$ cat config.mk
export PLATFORM = sky130hd
export DESIGN_NAME = i2c_addr_steer
export DESIGN_NICKNAME = d
export VERILOG_FILES = /design/src/rtl/i2c_adb_pkg.sv /design/src/rtl/i2c_adb_host_seq.sv /design/src/rtl/i2c_adb_client_cap.sv /design/src/rtl/i2c_adb_regs.sv /design/src/rtl/i2c_addr_steer.sv
export SDC_FILE = /design/constraint.sdc
export NUM_CORES = 1
export LEC_CHECK = 0
export BUFFER_PORTS_ARGS = -buffer_cell sky130_fd_sc_hd__buf_2
export CAP_MARGIN = 20
export CORE_AREA = 2 2 58 60
export DETAILED_ROUTE_END_ITERATION = 12
export DIE_AREA = 0 0 60 62
export PLACE_DENSITY_LB_ADDON = 0.15
export SYNTH_ARGS = -nofsm -noshare
export SYNTH_HDL_FRONTEND = slang
export SYNTH_SLANG_ARGS = --single-unit
$ cat constraint.sdc
create_clock -name clk -period 3.7 [get_ports clk]
set_input_delay 0.185 -clock clk [delete_from_list [all_inputs] [get_ports clk]]
set_output_delay 0.185 -clock clk [all_outputs]
set_load 0.005 [all_outputs]
$ cat src/rtl/i2c_adb_pkg.sv
package i2c_adb_pkg;
  localparam int unsigned ADB_W = 8;
  localparam int unsigned ADB_N = 2;

  typedef enum logic [1:0] {
    ROLE_HOST   = 2'b00,
    ROLE_CLIENT = 2'b01,
    ROLE_MULTI  = 2'b10,
    ROLE_OFF    = 2'b11
  } role_e;

  typedef enum logic [2:0] {
    HS_IDLE = 3'd0,
    HS_LD_HI = 3'd1,
    HS_W_HI = 3'd2,
    HS_LD_LO = 3'd3,
    HS_W_LO = 3'd4
  } hseq_e;

  typedef enum logic {
    CS_IDLE = 1'b0,
    CS_LO   = 1'b1
  } cseq_e;
endpackage

$ cat src/rtl/i2c_adb_host_seq.sv
module i2c_adb_host_seq
  import i2c_adb_pkg::*;
(
  input  logic clk,
  input  logic rst_n,
  input  logic en,
  input  logic two_byte,
  input  logic go,
  input  logic tx_done,
  input  logic tx_ack,
  input  logic stop,
  output logic load,
  output logic sel_lo,
  output logic active,
  output logic done,
  output logic nack
);
  hseq_e state_q, state_d;

  always_comb begin
    state_d = state_q;
    done    = 1'b0;
    nack    = 1'b0;
    unique case (state_q)
      HS_IDLE:  if (go && en) state_d = HS_LD_HI;
      HS_LD_HI: state_d = HS_W_HI;
      HS_W_HI: begin
        if (tx_done) begin
          if (!tx_ack) begin
            nack    = 1'b1;
            state_d = HS_IDLE;
          end else if (two_byte) begin
            state_d = HS_LD_LO;
          end else begin
            done    = 1'b1;
            state_d = HS_IDLE;
          end
        end
      end
      HS_LD_LO: state_d = HS_W_LO;
      HS_W_LO: begin
        if (tx_done) begin
          done    = tx_ack;
          nack    = !tx_ack;
          state_d = HS_IDLE;
        end
      end
      default: state_d = HS_IDLE;
    endcase
    if (stop) begin
      state_d = HS_IDLE;
      done    = 1'b0;
      nack    = 1'b0;
    end
  end

  always_ff @(posedge clk or negedge rst_n) begin
    if (!rst_n) state_q <= HS_IDLE;
    else        state_q <= state_d;
  end

  assign load   = (state_q == HS_LD_HI) || (state_q == HS_LD_LO);
  assign sel_lo = (state_q == HS_LD_LO) || (state_q == HS_W_LO);
  assign active = (state_q != HS_IDLE);
endmodule

$ cat src/rtl/i2c_adb_client_cap.sv
module i2c_adb_client_cap
  import i2c_adb_pkg::*;
(
  input  logic clk,
  input  logic rst_n,
  input  logic en,
  input  logic two_byte,
  input  logic rx_valid,
  input  logic rx_match,
  input  logic stop,
  output logic cap_hi,
  output logic cap_lo
);
  cseq_e state_q, state_d;
  logic  hit;

  assign hit    = en && rx_valid && rx_match && !stop;
  assign cap_hi = hit && two_byte && (state_q == CS_IDLE);
  assign cap_lo = hit && ((state_q == CS_LO) || !two_byte);

  always_comb begin
    state_d = state_q;
    if (stop || !en)                     state_d = CS_IDLE;
    else if (cap_hi)                     state_d = CS_LO;
    else if (state_q == CS_LO && rx_valid) state_d = CS_IDLE;
  end

  always_ff @(posedge clk or negedge rst_n) begin
    if (!rst_n) state_q <= CS_IDLE;
    else        state_q <= state_d;
  end
endmodule

$ cat src/rtl/i2c_adb_regs.sv
module i2c_adb_regs #(
  parameter int unsigned W = 8,
  parameter int unsigned N = 2
) (
  input  logic                 clk,
  input  logic                 rst_n,
  input  logic [N-1:0]         hw_we,
  input  logic [W-1:0]         hw_data,
  input  logic                 sw_we,
  input  logic [$clog2(N)-1:0] sw_sel,
  input  logic [W-1:0]         sw_data,
  input  logic [N-1:0]         lock,
  output logic [N-1:0][W-1:0]  q
);
  for (genvar i = 0; i < N; i++) begin : g_buf
    logic         sw_hit;
    logic         en;
    logic [W-1:0] d;

    assign sw_hit = sw_we && (sw_sel == i) && !lock[i];
    assign en     = hw_we[i] || sw_hit;
    assign d      = hw_we[i] ? hw_data : sw_data;

    always_ff @(posedge clk or negedge rst_n) begin
      if (!rst_n)  q[i] <= '0;
      else if (en) q[i] <= d;
    end
  end
endmodule

$ cat src/rtl/i2c_addr_steer.sv
module i2c_addr_steer
  import i2c_adb_pkg::*;
(
  input  logic       clk,
  input  logic       rst_n,
  input  logic [1:0] mode,
  input  logic       addr10,
  input  logic       buf_dis,
  input  logic       sw_wr_en,
  input  logic       sw_wr_sel,
  input  logic [7:0] sw_wr_data,
  input  logic       hs_go,
  input  logic       tx_done,
  input  logic       tx_ack,
  input  logic [7:0] txb_data,
  input  logic       rx_valid,
  input  logic       rx_match,
  input  logic [7:0] rx_data,
  input  logic       stop_det,
  output logic       sr_load,
  output logic [7:0] sr_data,
  output logic       txb_pop,
  output logic       rxb_wr,
  output logic [7:0] rxb_data,
  output logic [7:0] addr_buf0,
  output logic [7:0] addr_buf1,
  output logic       busy,
  output logic       addr_done,
  output logic       addr_nack
);
  localparam int unsigned W = ADB_W;
  localparam int unsigned N = ADB_N;

  logic host_en, host_two, cli_en, cli_two;
  logic sel_lo, cap_hi, cap_lo;
  logic [N-1:0]        hw_we, lock;
  logic [N-1:0][W-1:0] bufs;

  assign host_en  = (mode == ROLE_HOST) || (mode == ROLE_MULTI);
  assign host_two = addr10 && (mode == ROLE_HOST);
  assign cli_en   = (mode == ROLE_CLIENT) || (mode == ROLE_MULTI);
  assign cli_two  = addr10 && (mode == ROLE_CLIENT);

  i2c_adb_host_seq u_host (
    .clk(clk), .rst_n(rst_n), .en(host_en), .two_byte(host_two),
    .go(hs_go), .tx_done(tx_done), .tx_ack(tx_ack), .stop(stop_det),
    .load(sr_load), .sel_lo(sel_lo), .active(busy),
    .done(addr_done), .nack(addr_nack)
  );

  i2c_adb_client_cap u_cli (
    .clk(clk), .rst_n(rst_n), .en(cli_en), .two_byte(cli_two),
    .rx_valid(rx_valid), .rx_match(rx_match), .stop(stop_det),
    .cap_hi(cap_hi), .cap_lo(cap_lo)
  );

  assign hw_we[0] = cap_lo && !buf_dis;
  assign hw_we[1] = cap_hi && !buf_dis;
  assign lock[1]  = busy && !buf_dis;
  assign lock[0]  = busy && !buf_dis && host_two;

  i2c_adb_regs #(.W(W), .N(N)) u_regs (
    .clk(clk), .rst_n(rst_n), .hw_we(hw_we), .hw_data(rx_data),
    .sw_we(sw_wr_en), .sw_sel(sw_wr_sel), .sw_data(sw_wr_data),
    .lock(lock), .q(bufs)
  );

  always_comb begin
    if (buf_dis)     sr_data = txb_data;
    else if (sel_lo) sr_data = bufs[0];
    else             sr_data = bufs[1];
  end

  assign txb_pop   = sr_load && buf_dis;
  assign rxb_wr    = (cap_hi || cap_lo) && buf_dis;
  assign rxb_data  = rx_data;
  assign addr_buf0 = bufs[0];
  assign addr_buf1 = bufs[1];
endmodule

Yosys cells after proc, flatten, opt, wreduce, memory -nomap -nowiden
Index checks and enable logic that the tools add are counted.
- memories: 0
- latch bits: 0
- memory bits (read-only): 0
- word-level logic and storage cells: 81
- register bits after elaboration: 20
- output and inout port bits: 38
- bits in writable memories: 0
- bits of input ports: 38
- multiply operators: 0
- add/subtract/negate cells: 0
- div/mod/pow operators: 0
- muxes and demuxes: 25
- bitwise gates (word level): 2
- equal/unequal tests: 9
- shift-type cells: 0
- magnitude comparators: 0
- reduce and logical (&&, ||, !) cells: 41
- operators by type and width (cell ; count):
    2-to-1 mux 8 bit ; 4
    logical AND 1 bit ; 20
    2-to-1 mux 3 bit ; 5
    case mux 3 bit (5 select lines) ; 1
    2-to-1 mux 1 bit ; 12
    logical OR 1 bit ; 9
    zero test 1 bit ; 7
    equality test 3 x 2 -> 1 bit, second input constant ; 2
    inequality test 3 bit, second input constant ; 2
    nonzero test 3 bit ; 2
    case mux 1 bit (2 select lines) ; 2
    equality test 3 x 1 -> 1 bit, second input constant ; 1
    equality test 3 bit, second input constant ; 1
    zero test 3 bit ; 1
    inequality test 3 x 2 -> 1 bit, second input constant ; 1
    AND reduction 3 bit ; 1
    equality test 2 x 1 -> 1 bit, second input constant ; 1
    equality test 2 bit, second input constant ; 1
    zero test 2 bit ; 1
    2-to-1 mux 2 bit ; 1
    NOT 1 bit ; 2

Logic depth before layout (Yosys ltp)
Gate-level depths: netlist (run 1).
- depth in word-level cells: 9
- mapped depth: 8
- gate-level depth less buffers: 6

Hierarchy
Synthesis (run 1) repeated with hierarchy kept, for this count alone.
- cells, all modules: 136
- area total of the unflattened synthesis: 1485.2 um^2
- by module, submodules not included (module ; area each (um^2) ; instances ; seq. area each (um^2) ; cells an instance):
    i2c_adb_regs ; 830.8 ; 1 ; 400.4 ; 54
    i2c_addr_steer ; 334.1 ; 1 ; 0.0 ; 49
    i2c_adb_host_seq ; 239.0 ; 1 ; 75.1 ; 24
    i2c_adb_client_cap ; 81.3 ; 1 ; 25.0 ; 9

Least setup slack after synthesis (run 1)
Ideal clock, no wire load.
- kind: input to register
- start: input mode[0]
- end: register u_regs.q[10] (netlist bit)
- cell stages on the path: 8
- data required time: 3.578 ns
- library setup time: 0.122 ns
- arrival: 1.520 ns
- path buffers: 2
- setup slack: 2.058 ns
- cells stage by stage: inv_1 ha_1 nand4b_4 or4_4 buf_6 buf_6 nor2_2 a21oi_2
- word-level cells in the longest chain between the ends: 9
- elaborated cells on any way between the ends: 12
- those cells by class: eq/ne: 2; mux: 1; reduce/logical: 9
- ends and longest elaborated chain (what ; RTL line ; source):
    start: declaration ; i2c_addr_steer.sv:6 ; input logic [1:0] mode,
    equality test 2 x 1 -> 1 bit or equality test 2 bit (tied branches) ; i2c_addr_steer.sv:41, i2c_addr_steer.sv:42 ;
    logical OR 1 bit ; i2c_addr_steer.sv:41 ; assign cli_en = (mode == ROLE_CLIENT) || (mode == ROLE_MULTI);
    logical AND 1 bit (3 in series) ; i2c_adb_client_cap.sv:17 ; assign hit = en && rx_valid && rx_match && !stop;
    logical AND 1 bit * (2 in series) ; i2c_adb_client_cap.sv:18 ; assign cap_hi = hit && two_byte && (state_q == CS_IDLE);
    logical AND 1 bit * ; i2c_addr_steer.sv:58 ; assign hw_we[1] = cap_hi && !buf_dis;
    2-to-1 mux 8 bit or logical OR 1 bit (tied branches) ; i2c_adb_regs.sv:22, i2c_adb_regs.sv:21 ;
    end signal: indexed assignment ; i2c_adb_regs.sv:25 ; if (!rst_n) q[i] <= '0;
    end signal: indexed assignment ; i2c_adb_regs.sv:26 ; else if (en) q[i] <= d;
    end: declaration ; i2c_adb_regs.sv:13 ; output logic [N-1:0][W-1:0] q
Every way passes the cells marked *; elsewhere a longest branch is shown, timed or not.
A chain may end at the register's enable or synchronous reset.

Final worst setup path (run 1)
- start: register u_host.state_q[0]
- end: output sr_data[5]
- word-level cells in the longest chain between the ends: 4
- elaborated cells on any way between the ends: 5
- those cells by class: eq/ne: 2; mux: 2; reduce/logical: 1
- ends and longest elaborated chain (what ; RTL line ; source):
    start: declaration ; i2c_adb_host_seq.sv:18 ; hseq_e state_q, state_d;
    start signal: assignment ; i2c_adb_host_seq.sv:59 ; else state_q <= state_d;
    equality test 3 x 2 -> 1 bit or equality test 3 bit (tied branches) ; i2c_adb_host_seq.sv:63 ; assign sel_lo = (state_q == HS_LD_LO) || (state_q == HS_W_LO);
    logical OR 1 bit * ; i2c_adb_host_seq.sv:63 ;
    2-to-1 mux 8 bit * ; i2c_addr_steer.sv:70 ; else if (sel_lo) sr_data = bufs[0];
    2-to-1 mux 8 bit * ; i2c_addr_steer.sv:69 ; if (buf_dis) sr_data = txb_data;
    end: declaration ; i2c_addr_steer.sv:21 ; output logic [7:0] sr_data,
Marked as above.

==> flow_metrics.py, run 1 <==
metrics = {
    "logic_synthesis": {
        "synth-seq-area-share_pct": 34.5,
        "synth_commonest_cells": "mux2i_1 (24), dfrtp_1 (20), nor2_1 (18)",
        "synth_warnings": 0,
        "ys.flop_type": "dfrtp_1",
        "synthCells": 152,
        "synth.most_common_cell": "mux2i_1",
        "synth.area.top_cells": "dfrtp_1 (35%), mux2i_1 (17%), buf_4 (5.2%), a21oi_2 (4.8%), nor2_1 (4.7%)",
        "syn-num-nets": 193,
        "synthDominantCellAreaShare_pct": 34.5,
        "synth_edf_count": 0,
        "ys_types": 36,
        "async_flop_share_pct": 100,
        "synth_area_um2": 1450,
        "syn_area_per_cell_um2": 9.54,
        "yosysTopAreaCell": "dfrtp_1",
        "ys_seq_elements": 20,
    },
    "placement": {
        "port_buffers": 75,
        "place.gp.congestion": 0.816,
        "post-dp-hpwl_um": 2510,
    },
    "grt": {
        "grt_pass1_wl_um": 5160,
        "grt.total_usage_pct": 18.3,
        "grt_pass1_vias": 1125,
        "antenna_found_initial": 0,
        "grt_max_degree": 23,
        "grt-ovfl-total": 0,
    },
    "finish": {
        "fin_util_pct": 56.9,
        "fin_nets": 258,
        "drive_gt1_share_pct": 44.4,
        "diodes": 0,
        "area.growth.synth_to_final_pct": 24.7,
    },
    "sta": {
        "slew_viol_final": 0,
        "finalSetupTns_ps": 0,
        "post-route-period-util_pct": 56.2,
        "grt_setup_unrepaired": "false",
        "finalHoldViolCount": 0,
        "worst_pin_slew_ps": 671,
        "period_minus_slack_ps": 2080,
        "finClkSkew_ps": 6.32,
        "setup_viol": 0,
        "slew_headroom_pct": 55.2,
        "max_clock_freq_mhz": 481,
    },
    "pwr": {
        "peakVddDrop_uv": 174,
        "power_density_nw_per_um2": 326,
        "finalPower_mw": 0.589,
        "p_switching_mw": 0.182,
        "clkPwrFrac_pct": 21.8,
        "netSwitchingFraction_pct": 30.8,
        "pwr-share-seq_pct": 47.0,
        "combPwrFrac_pct": 31.2,
        "p_leak_nw": 1.01,
        "intPower_mw": 0.408,
    },
    "setup_path": {
        "path_max_fanout": 8,
        "critPathSlowestCell": "dfrtp_1",
        "endpoint_kind": "output port",
        "slowest_delay_ps": 500,
        "critPathKind": "reg2out",
        "start_kind": "register",
        "path_cells": "nor2b_1, a21oi_4, mux2i_1, o21ai_1, buf_2",
        "cp.arrival_ps": 1900,
        "critPathTopFamily": "flip-flops",
        "crit_buf_inv": 1,
        "cp_data_required_time_ps": 3510,
    },
    "cts": {
        "cts_tree": "yes",
        "clk_latency_ps": 300,
        "cts-buffers-inserted": 3,
        "clockBufferDepth": 2,
        "h-tree-depth": 1,
        "root_buffer": "clkbuf_4",
        "postCtsSetupBuffers": 0,
        "cts.sink_count": 20,
        "clkTransAtPathRegs_ps": 110,
    },
    "die": {
        "start_util_pct": 45.6,
        "num_rows": 21,
        "io_pins": 76,
        "die_h_um": 62,
        "fp.dieW_um": 60,
        "core-area_um2": 3180,
        "die_area_um2": 3720,
    },
    "worst_hold_path": {
        "min_path_type": "in2reg",
    },
    "route": {
        "drt_iter0_drc": 30,
        "via_count": 1280,
        "routedWlPerCell_um": 12.7,
        "dr.pass1.iters": 4,
        "routed_wl_um": 3320,
        "avgViaCountPerCell": 4.89,
        "post-route-drc-count": 0,
        "antenna_left": 0,
    },
    "flow_run": {
        "max-cap-violations": 0,
    },
    "status": {
        "status": "finished, final reports clean",
    },
}
-- registers in the layout (all words and copies together), names as in the netlist --
name	flops
u_regs.q	16
u_host.state_q	3
u_cli.state_q	1
-- per-stage QoR --
stage | area [um^2] | hold WS [ps] | cells | setup WS [ps]
2_1_floorplan | 1450 | -111 | 152 | 2060
3_3_place_gp | 1760 | 168 | 257 | 1950
3_5_place_dp | 1760 | 172 | 257 | 1890
4_1_cts | 1810 | 124 | 262 | 1610
5_1_grt | 1810 | 143 | 262 | 1460
6_report | 1810 | 134 | 262 | 1620
-- cells by family (layout without fill, tap and decap cells) --
family | count (synthesis) | in the layout | share of synthesized area, %
xor+xnor | 1 | 1 | 0.604
simple gates | 46 | 46 | 17.0
fa+ha+maj | 3 | 3 | 2.59
compound gates | 33 | 33 | 17.5
flops | 20 | 20 | 34.5
buf+inv | 24 | 88 | 10.4
mux | 25 | 25 | 17.3
-- area by class of cell --
type	count	area (um^2)
sequential	20	500
fill	304	1370
multi-input combinational	108	798
timing repair buffer	76	385
tap	46	57.6
clock buffer	4	36.3
inverter	8	30.0
-- what timing repair did --
item / CTS / global route
gates resized for setup: 0 / 0
endpoints found under the hold margin: 20 / 0
hold buffers: 1 / 0
-- power by group through the flow --
stage               sequential, mW  combinational, mW  clock (mW)
floorplan                    0.280              0.100           0
global placement             0.280              0.181           0
detailed placement           0.281              0.185           0
CTS                          0.278              0.186       0.135
global route                 0.283              0.207       0.141
finish                       0.277              0.184       0.128
-- final timing paths --
kind                              startpoint             to  slack (ps)  cells past startpoint
max                        u_host.state_q[0]     sr_data[5]        1620                      5
max in group asynchronous              rst_n   u_regs.q[11]        3010                      2
max reg2reg                u_host.state_q[1]    u_regs.q[1]        1910                      4
min                                 stop_det  u_cli.state_q         130                      2
min reg2reg                      u_regs.q[0]    u_regs.q[0]         610                      2
min in group asynchronous              rst_n    u_regs.q[2]         370                      2
-- layer usage --
layer	vias up	routed length, um	track usage, %
met3	2	137	2.07
met5	-	0	0
met2	40	1630	31.8
met4	0	19	4.76
met1	585	1540	24.3
li1	653	-	-
-- placed cells by master (no fill, tap or decap), drive strengths merged, types with 2 or more instances in the layout --
cell type / synthesis / layout
nand2: 13 / 13
dfrtp: 20 / 20
mux2i: 24 / 24
clkbuf: 2 / 4
nor2: 20 / 20
buf: 14 / 75
ha: 3 / 3
a21oi: 18 / 18
inv: 8 / 8
nor3b: 2 / 2
nor3: 2 / 2
o21ai: 8 / 8
No activity file was read; power rests on OpenSTA's default activity.
==> run 2: changes to the inputs <==
--- a/config.mk
+++ b/config.mk
@@ -7,9 +7,9 @@
 export LEC_CHECK = 0
 export BUFFER_PORTS_ARGS = -buffer_cell sky130_fd_sc_hd__buf_2
 export CAP_MARGIN = 20
-export CORE_AREA = 2 2 58 60
+export CORE_AREA = 2 2 63 65
 export DETAILED_ROUTE_END_ITERATION = 12
-export DIE_AREA = 0 0 60 62
+export DIE_AREA = 0 0 65 67
 export PLACE_DENSITY_LB_ADDON = 0.15
 export SYNTH_ARGS = -nofsm -noshare
 export SYNTH_HDL_FRONTEND = slang
==> constraint.sdc (replaced) <==
create_clock -name clk -period 1.8 [get_ports clk]
set_input_delay 0.09 -clock clk [delete_from_list [all_inputs] [get_ports clk]]
set_output_delay 0.09 -clock clk [all_outputs]
set_load 0.005 [all_outputs]
==> flow_metrics.py, run 2 (synthesis gave the netlist of run 1 again) <==
metrics = {
    "status": {
        "status": "finished, final reports clean",
    },
    "route": {
        "wl_met1_um": 1700,
        "antenna_left": 0,
        "avgViaCountPerCell": 4.82,
        "wl_met2_um": 1660,
        "drt_iter0_drc": 34,
        "routed_wl_um": 3600,
        "maxUsedRoutingLayer": "met4",
        "post-route-drc-count": 0,
        "met3_length_um": 230,
        "via_count": 1296,
        "routedWlPerCell_um": 13.4,
        "dr.pass1.iters": 4,
    },
    "sta": {
        "finalSetupTns_ps": 0,
        "slew_viol_final": 0,
        "worst_pin_slew_ps": 655,
        "grt_setup_unrepaired": "true",
        "max_clock_freq_mhz": 581,
        "setup_ws_ps": 79.8,
        "period_minus_slack_ps": 1720,
        "finClkSkew_ps": 1.85,
        "setup_viol": 0,
        "slew_headroom_pct": 56.3,
        "finalHoldViolCount": 0,
        "post-route-period-util_pct": 95.6,
    },
    "grt": {
        "grt_max_degree": 23,
        "grt_pass1_vias": 1251,
        "grt_pass1_wl_um": 5640,
        "grt.total_usage_pct": 16.7,
        "grt-ovfl-total": 0,
        "antenna_found_initial": 0,
    },
    "pwr": {
        "netSwitchingFraction_pct": 30.2,
        "combPwrFrac_pct": 29.5,
        "p_switching_mw": 0.397,
        "peakVddDrop_uv": 328,
        "pwr-share-seq_pct": 43.8,
        "intPower_mw": 0.918,
        "p_leak_nw": 1.04,
        "clkPwrFrac_pct": 26.7,
        "finalPower_mw": 1.31,
        "power_density_nw_per_um2": 692,
    },
    "cts": {
        "clk_latency_ps": 260,
        "cts-buffers-inserted": 3,
        "h-tree-depth": 1,
        "clockBufferDepth": 2,
        "clkTransAtPathRegs_ps": 80,
        "root_buffer": "clkbuf_8",
        "cts_tree": "yes",
        "cts.sink_count": 20,
    },
    "finish": {
        "top_regs": "u_regs.q: 16 flops, u_host.state_q: 3 flops, u_cli.state_q: 1 flops",
        "regMostFlops": "u_regs.q",
        "layout_commonest_cell": "buf_2",
        "fin_area_um2": 1900,
        "regArea_um2": 504,
        "fin_nets": 263,
        "layout_common_cells": "buf_2 (75), mux2i_1 (23), nor2_1 (18), dfrtp_1 (17), nand2_1 (13)",
        "drive_gt1_share_pct": 48.0,
        "largest_reg_flops": 16,
        "nFillCells": 356,
        "multiInputGateArea_um2": 813,
        "diodes": 0,
        "fin_util_pct": 52.6,
        "area.growth.synth_to_final_pct": 30.9,
    },
    "setup_path": {
        "cp_data_required_time_ps": 1710,
        "critPathKind": "reg2out",
        "critPathSlowestCell": "dfrtp_2",
        "cp.arrival_ps": 1630,
        "path_max_fanout": 8,
        "endpoint_kind": "output port",
        "start_kind": "register",
        "path_cells": "nor3b_4, a21oi_4, buf_12, mux2i_2, o21ai_1, buf_2",
        "slowest_delay_ps": 480,
    },
    "worst_hold_path": {
        "min_path_type": "in2reg",
    },
    "die": {
        "die_h_um": 67,
        "num_rows": 22,
        "fp.dieW_um": 65,
        "core-area_um2": 3610,
        "die_area_um2": 4360,
        "io_pins": 76,
        "start_util_pct": 40.2,
    },
    "placement": {
        "port_buffers": 75,
        "place.gp.congestion": 0.718,
        "post-dp-hpwl_um": 2670,
        "place_area_um2": 1780,
        "pre_cts_slack_ps": 115,
    },
    "flow_run": {
        "max-cap-violations": 0,
    },
}
[run 2: changes by cell type in the layout (fill, tap and decap cells not counted)]
cell,previous run,this run
clkbuf_4,3,0
mux2i_1,24,23
mux2i_2,0,1
nor3b_1,2,1
dfrtp_2,0,3
buf_4,0,4
nor3b_4,0,1
clkbuf_8,1,4
dfrtp_1,20,17
buf_12,0,1
[run 2: metrics by stage]
stage / std cells / hold slack, ps
2_1_floorplan: 152 / -206
3_3_place_gp: 261 / 73.1
3_5_place_dp: 261 / 82.6
4_1_cts: 267 / 83.4
5_1_grt: 269 / 98.6
6_report: 269 / 90.7
[run 2: layout make-up]
class,count,share of cell area [%]
Multi-Input combinational cell,108,42.8
Clock buffer,4,2.90
Timing Repair Buffer,81,22.9
Inverter,8,1.58
Tap cell,48,3.16
Sequential cell,20,26.6
[run 2: layer usage]
metal | track usage [%] | vias up
met5 | 0 | -
met4 | 4.79 | 0
met3 | 2.36 | 2
met2 | 29.0 | 47
met1 | 21.4 | 587
li1 | - | 660
[run 2: final timing paths]
path / start / endpoint / slack (ps) / cells after the start
worst max register to register: u_host.state_q[0] / u_regs.q[9] / 170 / 5
worst min register to register: u_host.state_q[2] / u_host.state_q[0] / 570 / 1
worst min-delay path: stop_det / u_cli.state_q / 90 / 2
max in group asynchronous: rst_n / u_host.state_q[1] / 1130 / 2
min in group asynchronous: rst_n / u_host.state_q[0] / 320 / 2
worst max-delay path: u_host.state_q[2] / sr_data[6] / 80 / 6
[run 2: timing repair]
action	CTS	global route
hold buffers	1	0
setup endpoints to repair	8	8
buffers inserted	1	2
gates resized for setup	1	5
hold endpoints to repair	20	0
pin swaps	1	0
[run 2: power groups by stage]
| stage | combinational (mW) | clock, mW | sequential (mW) |
|---|---|---|---|
| floorplan | 0.206 | 0 | 0.576 |
| global placement | 0.375 | 0 | 0.578 |
| detailed placement | 0.384 | 0 | 0.581 |
| CTS | 0.387 | 0.361 | 0.575 |
| global route | 0.431 | 0.380 | 0.586 |
| finish | 0.388 | 0.351 | 0.575 |
[run 2: critical path, delay by kind of cell, from the launching register on]
kind                   cells  cell delay (ps)
buffers and inverters      2              290
DFF                        1              480
and+or+nand+nor            1              190
AOI/OAI and AO/OA          2              200
muxes                      1              200
